$ cat src/rtl/vfm_pkg.sv
package vfm_pkg;

   // Rates are expressed in twentieths of the clock rate.
   localparam int unsigned ZERO_SCALE_PARTS = 1;
   localparam int unsigned FULL_SCALE_PARTS = 9;
   localparam int unsigned THRESH_PARTS     = 20;
   localparam int unsigned SPAN_PARTS       = FULL_SCALE_PARTS - ZERO_SCALE_PARTS;

   typedef enum logic {
      MODE_UNIPOLAR = 1'b0,
      MODE_BIPOLAR  = 1'b1
   } vfm_mode_e;

endpackage

$ cat src/rtl/vfm_range_map.sv
module vfm_range_map
   import vfm_pkg::*;
#(
   parameter int unsigned CODE_W = 16,
   localparam int unsigned LVL_W = CODE_W + 1
) (
   input  logic [CODE_W-1:0] code_i,
   input  vfm_mode_e         mode_i,
   input  logic              gain2_i,
   output logic [LVL_W-1:0]  level_o
);

   localparam int unsigned EXT_W = CODE_W + 3;
   localparam logic signed [EXT_W-1:0] ONE_X  = {{(EXT_W-1){1'b0}}, 1'b1};
   localparam logic signed [EXT_W-1:0] HALF_X = ONE_X <<< (CODE_W - 1);
   localparam logic signed [EXT_W-1:0] FULL_X = ONE_X <<< CODE_W;

   logic signed [EXT_W-1:0] ext_code;
   logic signed [EXT_W-1:0] scaled [2];
   logic signed [EXT_W-1:0] lifted;

   always_comb begin
      if (mode_i == MODE_BIPOLAR) begin
         ext_code = signed'({{3{code_i[CODE_W-1]}}, code_i});
      end else begin
         ext_code = signed'({3'b000, code_i});
      end
   end

   for (genvar g = 0; g < 2; g++) begin : g_gain
      assign scaled[g] = ext_code <<< g;
   end

   always_comb begin
      lifted = gain2_i ? scaled[1] : scaled[0];
      if (mode_i == MODE_BIPOLAR) begin
         lifted = lifted + HALF_X;
      end
      if (lifted < 0) begin
         level_o = '0;
      end else if (lifted > FULL_X) begin
         level_o = FULL_X[LVL_W-1:0];
      end else begin
         level_o = lifted[LVL_W-1:0];
      end
   end

endmodule

$ cat src/rtl/vfm_increment.sv
module vfm_increment
   import vfm_pkg::*;
#(
   parameter int unsigned CODE_W = 16,
   localparam int unsigned LVL_W = CODE_W + 1,
   localparam int unsigned ACC_W = CODE_W + $clog2(THRESH_PARTS + FULL_SCALE_PARTS)
) (
   input  logic [LVL_W-1:0] level_i,
   output logic [ACC_W-1:0] inc_o
);

   localparam logic [ACC_W-1:0] ZERO_BASE  = ACC_W'(ZERO_SCALE_PARTS) << CODE_W;
   localparam bit               SPAN_POW2  = (SPAN_PARTS & (SPAN_PARTS - 1)) == 0;
   localparam int unsigned      SPAN_SHIFT = $clog2(SPAN_PARTS);

   logic [ACC_W-1:0] span_term;

   if (SPAN_POW2) begin : g_shift
      assign span_term = ACC_W'(level_i) << SPAN_SHIFT;
   end else begin : g_mult
      assign span_term = ACC_W'(level_i) * ACC_W'(SPAN_PARTS);
   end

   assign inc_o = ZERO_BASE + span_term;

endmodule

$ cat src/rtl/vfm_integrator.sv
module vfm_integrator
   import vfm_pkg::*;
#(
   parameter int unsigned CODE_W = 16,
   localparam int unsigned ACC_W = CODE_W + $clog2(THRESH_PARTS + FULL_SCALE_PARTS)
) (
   input  logic             clk_i,
   input  logic             rst_ni,
   input  logic             run_i,
   input  logic [ACC_W-1:0] inc_i,
   output logic [ACC_W-1:0] acc_o,
   output logic             pulse_o
);

   localparam logic [ACC_W-1:0] THRESH = ACC_W'(THRESH_PARTS) << CODE_W;

   logic             wake_q;
   logic [ACC_W-1:0] acc_q;
   logic [ACC_W-1:0] base;
   logic [ACC_W-1:0] sum;
   logic             hit;

   assign base = wake_q ? '0 : acc_q;
   assign sum  = base + inc_i;
   assign hit  = sum >= THRESH;

   always_ff @(posedge clk_i or negedge rst_ni) begin
      if (!rst_ni) begin
         acc_q   <= '0;
         wake_q  <= 1'b1;
         pulse_o <= 1'b0;
      end else if (!run_i) begin
         wake_q  <= 1'b1;
         pulse_o <= 1'b0;
      end else begin
         wake_q  <= 1'b0;
         acc_q   <= hit ? (sum - THRESH) : sum;
         pulse_o <= hit;
      end
   end

   assign acc_o = wake_q ? '0 : acc_q;

endmodule

$ cat src/rtl/vfm_modulator.sv
module vfm_modulator
   import vfm_pkg::*;
#(
   parameter int unsigned CODE_W = 16
) (
   input  logic              clk_i,
   input  logic              rst_ni,
   input  logic              pd_ni,
   input  logic              bipolar_i,
   input  logic              gain2_i,
   input  logic [CODE_W-1:0] code_i,
   output logic              pulse_o
);

   localparam int unsigned LVL_W = CODE_W + 1;
   localparam int unsigned ACC_W = CODE_W + $clog2(THRESH_PARTS + FULL_SCALE_PARTS);

   if (CODE_W < 4 || CODE_W > 28) begin : g_bad_width
      $error("vfm_modulator: CODE_W must lie in 4..28");
   end
   if (2 * FULL_SCALE_PARTS >= THRESH_PARTS) begin : g_bad_rate
      $error("vfm_modulator: full-scale rate must stay below half the clock");
   end

   vfm_mode_e        mode;
   logic [LVL_W-1:0] level;
   logic [ACC_W-1:0] inc;
   logic [ACC_W-1:0] acc_level;

   assign mode = bipolar_i ? MODE_BIPOLAR : MODE_UNIPOLAR;

   vfm_range_map #(.CODE_W(CODE_W)) u_range (
      .code_i  (code_i),
      .mode_i  (mode),
      .gain2_i (gain2_i),
      .level_o (level)
   );

   vfm_increment #(.CODE_W(CODE_W)) u_inc (
      .level_i (level),
      .inc_o   (inc)
   );

   vfm_integrator #(.CODE_W(CODE_W)) u_integ (
      .clk_i   (clk_i),
      .rst_ni  (rst_ni),
      .run_i   (pd_ni),
      .inc_i   (inc),
      .acc_o   (acc_level),
      .pulse_o (pulse_o)
   );

endmodule

$ cat config.mk
export PLATFORM = sky130hd
export DESIGN_NAME = vfm_modulator
export DESIGN_NICKNAME = d
export VERILOG_FILES = /design/src/rtl/vfm_pkg.sv /design/src/rtl/vfm_range_map.sv /design/src/rtl/vfm_increment.sv /design/src/rtl/vfm_integrator.sv /design/src/rtl/vfm_modulator.sv
export SDC_FILE = /design/constraint.sdc
export NUM_CORES = 1
export LEC_CHECK = 0
export CORE_MARGIN = 2
export CORE_UTILIZATION = 25
export CTS_CLUSTER_DIAMETER = 50
export DETAILED_ROUTE_END_ITERATION = 10
export DONT_BUFFER_PORTS = 1
export MAX_ROUTING_LAYER = met4
export PLACE_DENSITY = 0.49
export SYNTH_ARGS = -nofsm -noshare
export SYNTH_HDL_FRONTEND = slang
export SYNTH_SLANG_ARGS = --single-unit
export TNS_END_PERCENT = 30
$ cat constraint.sdc
create_clock -name clk_i -period 8.88 [get_ports clk_i]
set_clock_uncertainty 0.15 [all_clocks]
set_input_delay 0.888 -clock clk_i [delete_from_list [all_inputs] [get_ports clk_i]]
set_output_delay 0.888 -clock clk_i [all_outputs]
set_load 0.02 [all_outputs]
# After elaboration in Yosys (flattened, before gate mapping)
# Cells that the tools add are included.
# Widths: inputs -> output; s select.
[classes]
add_sub_neg = 4
magnitude_cmp = 3
muxes = 10
[op_table]
columns = ["cell", "n"]
rows = [
  ["$mux 19", 3],
  ["$mux 21", 2],
  ["$mux 17", 2],
  ["$add 17x20->21 const A", 1],
  ["$add 21x21->21", 1],
  ["$ge 21x21->1 const B", 1],
  ["$sub 21x21->21 const B", 1],
  ["$add 19x17->19 const B", 1],
  ["$gt 19x18->1 const B", 1],
  ["$lt 19x1->1 const B", 1],
  ["$mux 1", 3],
]
[totals]
reg_bits = 23
elab_cells = 20
input_bits = 21

# Longest topological paths before layout
[logic_depth]
depth_word = 12
depth_mapped = 26
mapped_depth_nobuf = 23

# Hierarchy
# Synthesis repeated with hierarchy kept, for this count alone.
[unflattened]
hier_cells = 345
hier_area_um2 = 2927.8
[by_module_without_submodules]
columns = ["mod", "n_inst", "area_each_um2", "cells_each"]
rows = [
  ["vfm_integrator", 1, 2277.2, 256],
  ["vfm_range_map", 1, 480.5, 66],
  ["vfm_increment", 1, 170.2, 23],
]

# Least setup slack after synthesis
# OpenSTA, ideal clock, no wires.
[synth_timing]
path_type = "input to register"
startpoint = "input gain2_i"
endpoint = "register u_integ.acc_q[20]"
required_ps = 8607
setup_ps = 123
slack_ps = 2435
path_stages = 24
t_arrival_ps = 6172
path_cell_list = "clkbuf_1 -> buf_2 -> buf_1 -> o21a_1 -> ha_1 -> nor2b_1 -> o31ai_1 -> clkbuf_1 -> nor2_1 -> ha_1 -> ha_1 -> buf_6 -> a2111o_1 -> or2_1 -> a221o_1 -> a21o_1 -> xor2_2 -> ha_1 -> o2111ai_1 -> nor4_1 -> o2111ai_1 -> o41ai_4 -> o21ai_2 -> o221a_1"
[synth_via]
elab_chain_cells = 10
[synth_lines]
columns = ["element", "line_no", "source"]
rows = [
  ["start: declaration", "vfm_modulator.sv:10", "input logic gain2_i,"],
  ["$mux 19 *", "vfm_range_map.sv:35", "lifted = gain2_i ? scaled[1] : scaled[0];"],
  ["$add 19x17->19", "vfm_range_map.sv:37", "lifted = lifted + HALF_X;"],
  ["$mux 19 *", "vfm_range_map.sv:36", "if (mode_i == MODE_BIPOLAR) begin"],
  ["$gt 19x18->1", "vfm_range_map.sv:41", "end else if (lifted > FULL_X) begin"],
  ["$mux 17", "vfm_range_map.sv:41", ""],
  ["$mux 17 *", "vfm_range_map.sv:39", "if (lifted < 0) begin"],
  ["$add 17x20->21 *", "vfm_increment.sv:24", "assign inc_o = ZERO_BASE + span_term;"],
  ["$add 21x21->21 *", "vfm_integrator.sv:24", "assign sum = base + inc_i;"],
  ["$sub 21x21->21 / $ge 21x21->1 (equally long branches)", "vfm_integrator.sv:37, vfm_integrator.sv:25", ""],
  ["$mux 21 *", "vfm_integrator.sv:37", "acc_q <= hit ? (sum - THRESH) : sum;"],
  ["end signal: assignment", "vfm_integrator.sv:37", ""],
  ["end: declaration", "vfm_integrator.sv:18", "logic [ACC_W-1:0] acc_q;"],
]
# Every way passes the cells marked *; elsewhere a longest branch is shown, timed or not.
# A chain may end at the register's enable or synchronous reset.

# Worst setup path in the final report
# Same ends and word-level chain as after synthesis.

==> results <==
- Data on the critical path arrives at its endpoint at approximately 6200 ps.
- The worst-path maximum fanout is 25.
- Of all flip-flops after synthesis, the portion carrying an async set or reset was 100.0%.
- The count of final hold-check violations is 0.
- The post-synthesis register bit count is 23.
- The deepest clock path buffer count is 2.
- In this run the vertical extent of the chip is approximately 110 um.
- The run finished with clean final reports.
- Using the TritonRoute via totals, the vias-per-cell ratio works out to roughly 5.
- Synthesis produced a netlist whose cell count is approximately 310.
- Dividing the detail-routed wire length by the instance count gives roughly 16 um.
- The synthesized netlist devotes between 10% and 20% of its cell area to compound gates.
- The power per standard cell area is roughly 180 nW/um2.
- The total number of clock tree sinks is 23.
- The category of the worst setup path capture point is a flip-flop.
- The final layout contains routed wiring with a total length of just over 7000 um.
- The max-capacitance violation count is 0.
- STA classifies the critical path startpoint as a primary input.
- For flop-to-flop paths, the worst setup slack is about 4100 ps.
- The largest family of logic cells by synthesized area is simple AND/OR/NAND/NOR gates.
- The number of buffers inserted during clock tree synthesis is 3.
- For this design the static power due to leakage is approximately 1.3 nW.
- The number of enable flip-flop cells after synthesis is 0.
- The top achievable clock speed is 0.1619 GHz.
- In the layout the commonest cells are sky130_fd_sc_hd__ha_1 (36), sky130_fd_sc_hd__nor2_1 (30), sky130_fd_sc_hd__dfrtp_1 (22), sky130_fd_sc_hd__nor2b_1 (19), sky130_fd_sc_hd__mux2i_1 (15).
- The number of cells upsized or downsized after cts is 0.
- The first-pass GRT wire length is 11,430 um.
- The die area is approximately 12,000 um2.
- For this run the aggregate overflow at the end of global routing stands at 0.
- The placed wire-length estimate is 5584 um.
- The fraction of power consumed by the clock network is between 10% and 20%.
- Setup repair after global routing left no endpoint under its margin.
- The number of antenna violations at the first check in global routing was 0.
- Measured in cells, the most critical reg-to-reg path has a length of 15.
- Summing the sequential cell areas from Yosys gives approximately a fifth of the chip area.
- The via count of the routed design is 2,244.
- At the end of the flow the core is filled with cells to a little over a quarter.
- The sequential share of power is between 20% and 30%.
- Buffers inserted to repair hold after CTS numbered 0.
- The core region is 10,790 um2.
- The horizontal die dimension is between 100 and 150 um.
- The clock-pin transition on the worst setup and hold timing paths is around 90 ps.
- The detail route stage leaves a number of antenna-violating nets equal to 0.
- The number of port buffers is 0.
- For this block, the initial DRC count from the detailed router was roughly 110.
- The worst flop-to-flop path endpoint is u_integ.acc_q[20]$_DFFE_PN0P_.
- The internal power is a little over 0.3 mW.
- Once the clock tree was built, the setup fixing pass inserted 0 buffers.
- The synthesized area divided by synthesized cell count is just under 9 um2.
- The source-to-sink clock delay at the later pin of the worst-skew pair is between 200 and 300 ps.
- The startpoint of the worst register-to-register path is u_integ.wake_q$_DFF_PN1_.
- The number of H-tree levels is 1.
- The net count after synthesis is between 300 and 400.
- The share of total power dissipated in combinational logic is between 50% and 60%.
- The reported net switching power is approximately 0.23 mW.
- The ratio of final minimum period to clock period is a little over two thirds.
- The via count of the first global-routing pass came to between 2,000 and 2,500.
- The xor-xnor portion of the synthesized cell area is between 5 and 6%.
- The required arrival time at the worst endpoint is 8900 ps.
- The tree is rooted in a sky130_fd_sc_hd__clkbuf_8.
- The count of inserted antenna diode cells is 0.
- The total chip power is around 0.53 mW.
- The switching share of total power is a little over two fifths.
- Measured against its own limit, the worst slew margin works out to 35.57%.
- The worst path in the final design needs a cycle of a little over 6000 ps, including I/O delays and setup.
- The initial utilization of the core area, before any placement, comes to ~26%.
- The pre-antenna-repair detailed-routing pass consisted of 7 iterations.
- After Yosys synthesis, full adders, half adders and majority gates account for 17.08% of the synthesized area.
- After Yosys synthesis, and, or, nand and nor cells account for between 20% and 30% of the synthesized area.
- The number of standard-cell rows in the floorplan is 38.
- The number of distinct library cell variants in the gate-level netlist after synthesis is 61.
- The maximum VDD drop is about 0.094 mV.
- Leaving out fill and tap cells, the most frequent cell in the layout is sky130_fd_sc_hd__ha_1.
- The final setup violation count is 0.
- The synthesis-to-layout area growth is 4.133%.
- The worst hold path belongs to the class primary input to async pin.
- Routability-driven placement finished with a final weighted congestion of 0.8609.
- For this run, the post-layout net count is about 360.
- The largest net degree at the start of global routing is 26.
- In the routed design, unresolved DRC markers number 0.
- Summed over all failing endpoints, the final setup total negative slack is 0 ps.
- Global routing used between 10% and 20% of the available tracks across all layers.
- The critical path class is primary input to flip-flop.
- For the pin with the worst max-slew slack, the measured transition is 960.7 ps.
- The clock tree from TritonCTS is yes.
- The number of slew-limit violations in the final report came to 0.
- The count of warnings emitted by yosys is 0.
- 22 I/O pins were placed.
- The commonest register cell after synthesis is sky130_fd_sc_hd__dfrtp_1.
- The cell area that synthesis handed to floorplanning was ~2800 um2.
- The share of layout cells above drive strength 1 is 9.699%.
- The multiplexer fraction of the synthesized cell area is a little over a tenth.
-- synth_stat cells, types with 2 or more instances --
cell	count	area, um2
sky130_fd_sc_hd__nor3_1	10	50.05
sky130_fd_sc_hd__mux2_2	13	146.4
sky130_fd_sc_hd__and2_1	5	31.28
sky130_fd_sc_hd__a21o_1	7	52.55
sky130_fd_sc_hd__buf_4	2	15.01
sky130_fd_sc_hd__a211oi_1	4	30.03
sky130_fd_sc_hd__nor2b_1	19	118.9
sky130_fd_sc_hd__clkbuf_1	6	22.52
sky130_fd_sc_hd__nand4_1	7	43.79
sky130_fd_sc_hd__o31ai_1	4	30.03
sky130_fd_sc_hd__dfrtp_1	22	550.5
sky130_fd_sc_hd__mux2i_1	15	150.1
sky130_fd_sc_hd__nand3_1	5	25.02
sky130_fd_sc_hd__and3_1	2	12.51
sky130_fd_sc_hd__a21oi_1	13	65.06
sky130_fd_sc_hd__buf_2	3	15.01
sky130_fd_sc_hd__nor4_1	5	31.28
sky130_fd_sc_hd__buf_6	5	56.30
sky130_fd_sc_hd__o21ai_0	8	40.04
sky130_fd_sc_hd__nor2_1	30	112.6
sky130_fd_sc_hd__ha_1	36	450.4
sky130_fd_sc_hd__inv_1	10	37.54
sky130_fd_sc_hd__nand2b_1	5	31.28
sky130_fd_sc_hd__o21a_1	3	22.52
sky130_fd_sc_hd__nor3b_1	3	22.52
sky130_fd_sc_hd__xnor2_1	8	70.07
sky130_fd_sc_hd__nand3b_1	2	15.01
sky130_fd_sc_hd__nand2_1	12	45.04
sky130_fd_sc_hd__o2111ai_1	2	17.52
sky130_fd_sc_hd__xor2_1	7	61.31
sky130_fd_sc_hd__a31oi_1	6	37.54
sky130_fd_sc_hd__o211ai_1	4	30.03
-- area by class of cell --
class / instances / area, um2
fill: 1141 / 7924
multi-input combinational: 261 / 2029
sequential: 23 / 576.8
tap: 140 / 175.2
clock buffer: 3 / 41.29
inverter: 11 / 41.29
clock inverter: 1 / 5.005
-- cells by family after synthesis --
kind of cell | Yosys count
adders and majority gates | 37
DFF | 23
and+or+nand+nor | 112
AOI/OAI and AO/OA | 68
xor gates and xnor gates | 16
muxes | 28
buffers and inverters | 28
-- per-stage QoR --
step / cell area (um2) / setup slack, ps / hold slack (ps) / instances
2_1_floorplan: 2755 / 2435 / 291.8 / 312
3_3_place_gp: 2823 / 2508 / 305.0 / 435
3_5_place_dp: 2823 / 2376 / 309.6 / 435
4_1_cts: 2869 / 2650 / 131.1 / 439
5_1_grt: 2869 / 2368 / 128.1 / 439
6_report: 2869 / 2705 / 148.0 / 439
-- flip-flops by register name (all words and copies together) (netlist names) --
name / flops
u_integ.wake_q: 1
u_integ.pulse_o: 1
u_integ.acc_q: 21
-- metal layers --
metal	vias up	wire (um)	global-route usage, %
met5	-	0	-
met4	0	27	1.099
met3	4	462	3.288
met2	46	3263	19.83
met1	1061	3323	17.21
li1	1133	-	-
-- power by group through the flow --
stage / Sequential [mW] / Clock [mW] / Combinational [mW]
after floorplan: 0.149 / 0 / 0.267
after global placement: 0.154 / 0 / 0.305
after detailed placement: 0.154 / 0 / 0.306
after CTS: 0.152 / 0.0762 / 0.308
after global routing: 0.156 / 0.0780 / 0.345
final: 0.152 / 0.0702 / 0.309
-- critical path, cell delays in order --
cell,delay (ps)
sky130_fd_sc_hd__mux2_2,340
sky130_fd_sc_hd__ha_1,310
sky130_fd_sc_hd__nor2b_1,60
sky130_fd_sc_hd__o31ai_2,760
sky130_fd_sc_hd__nor2_1,180
sky130_fd_sc_hd__ha_1,340
sky130_fd_sc_hd__ha_1,440
sky130_fd_sc_hd__a2111o_1,450
sky130_fd_sc_hd__or2_1,260
sky130_fd_sc_hd__a221o_1,300
sky130_fd_sc_hd__a21o_1,210
sky130_fd_sc_hd__xor2_2,240
sky130_fd_sc_hd__ha_1,220
sky130_fd_sc_hd__o2111ai_1,90
sky130_fd_sc_hd__nor4_1,250
sky130_fd_sc_hd__o2111ai_1,230
sky130_fd_sc_hd__o41ai_4,310
sky130_fd_sc_hd__o21ai_2,90
sky130_fd_sc_hd__o221a_1,220
-- how the worst max path moves through the flow --
stage,start,end,slack [ps],cells after the start
floorplan,gain2_i,u_integ.acc_q[20]$_DFFE_PN0P_,2430,24
global placement,gain2_i,u_integ.acc_q[20]$_DFFE_PN0P_,2510,19
detailed placement,gain2_i,u_integ.acc_q[20]$_DFFE_PN0P_,2380,19
CTS,gain2_i,u_integ.acc_q[20]$_DFFE_PN0P_,2650,19
global route,gain2_i,u_integ.acc_q[20]$_DFFE_PN0P_,2370,19
finish,gain2_i,u_integ.acc_q[20]$_DFFE_PN0P_,2710,19
No activity file was read; power rests on OpenSTA's default activity.
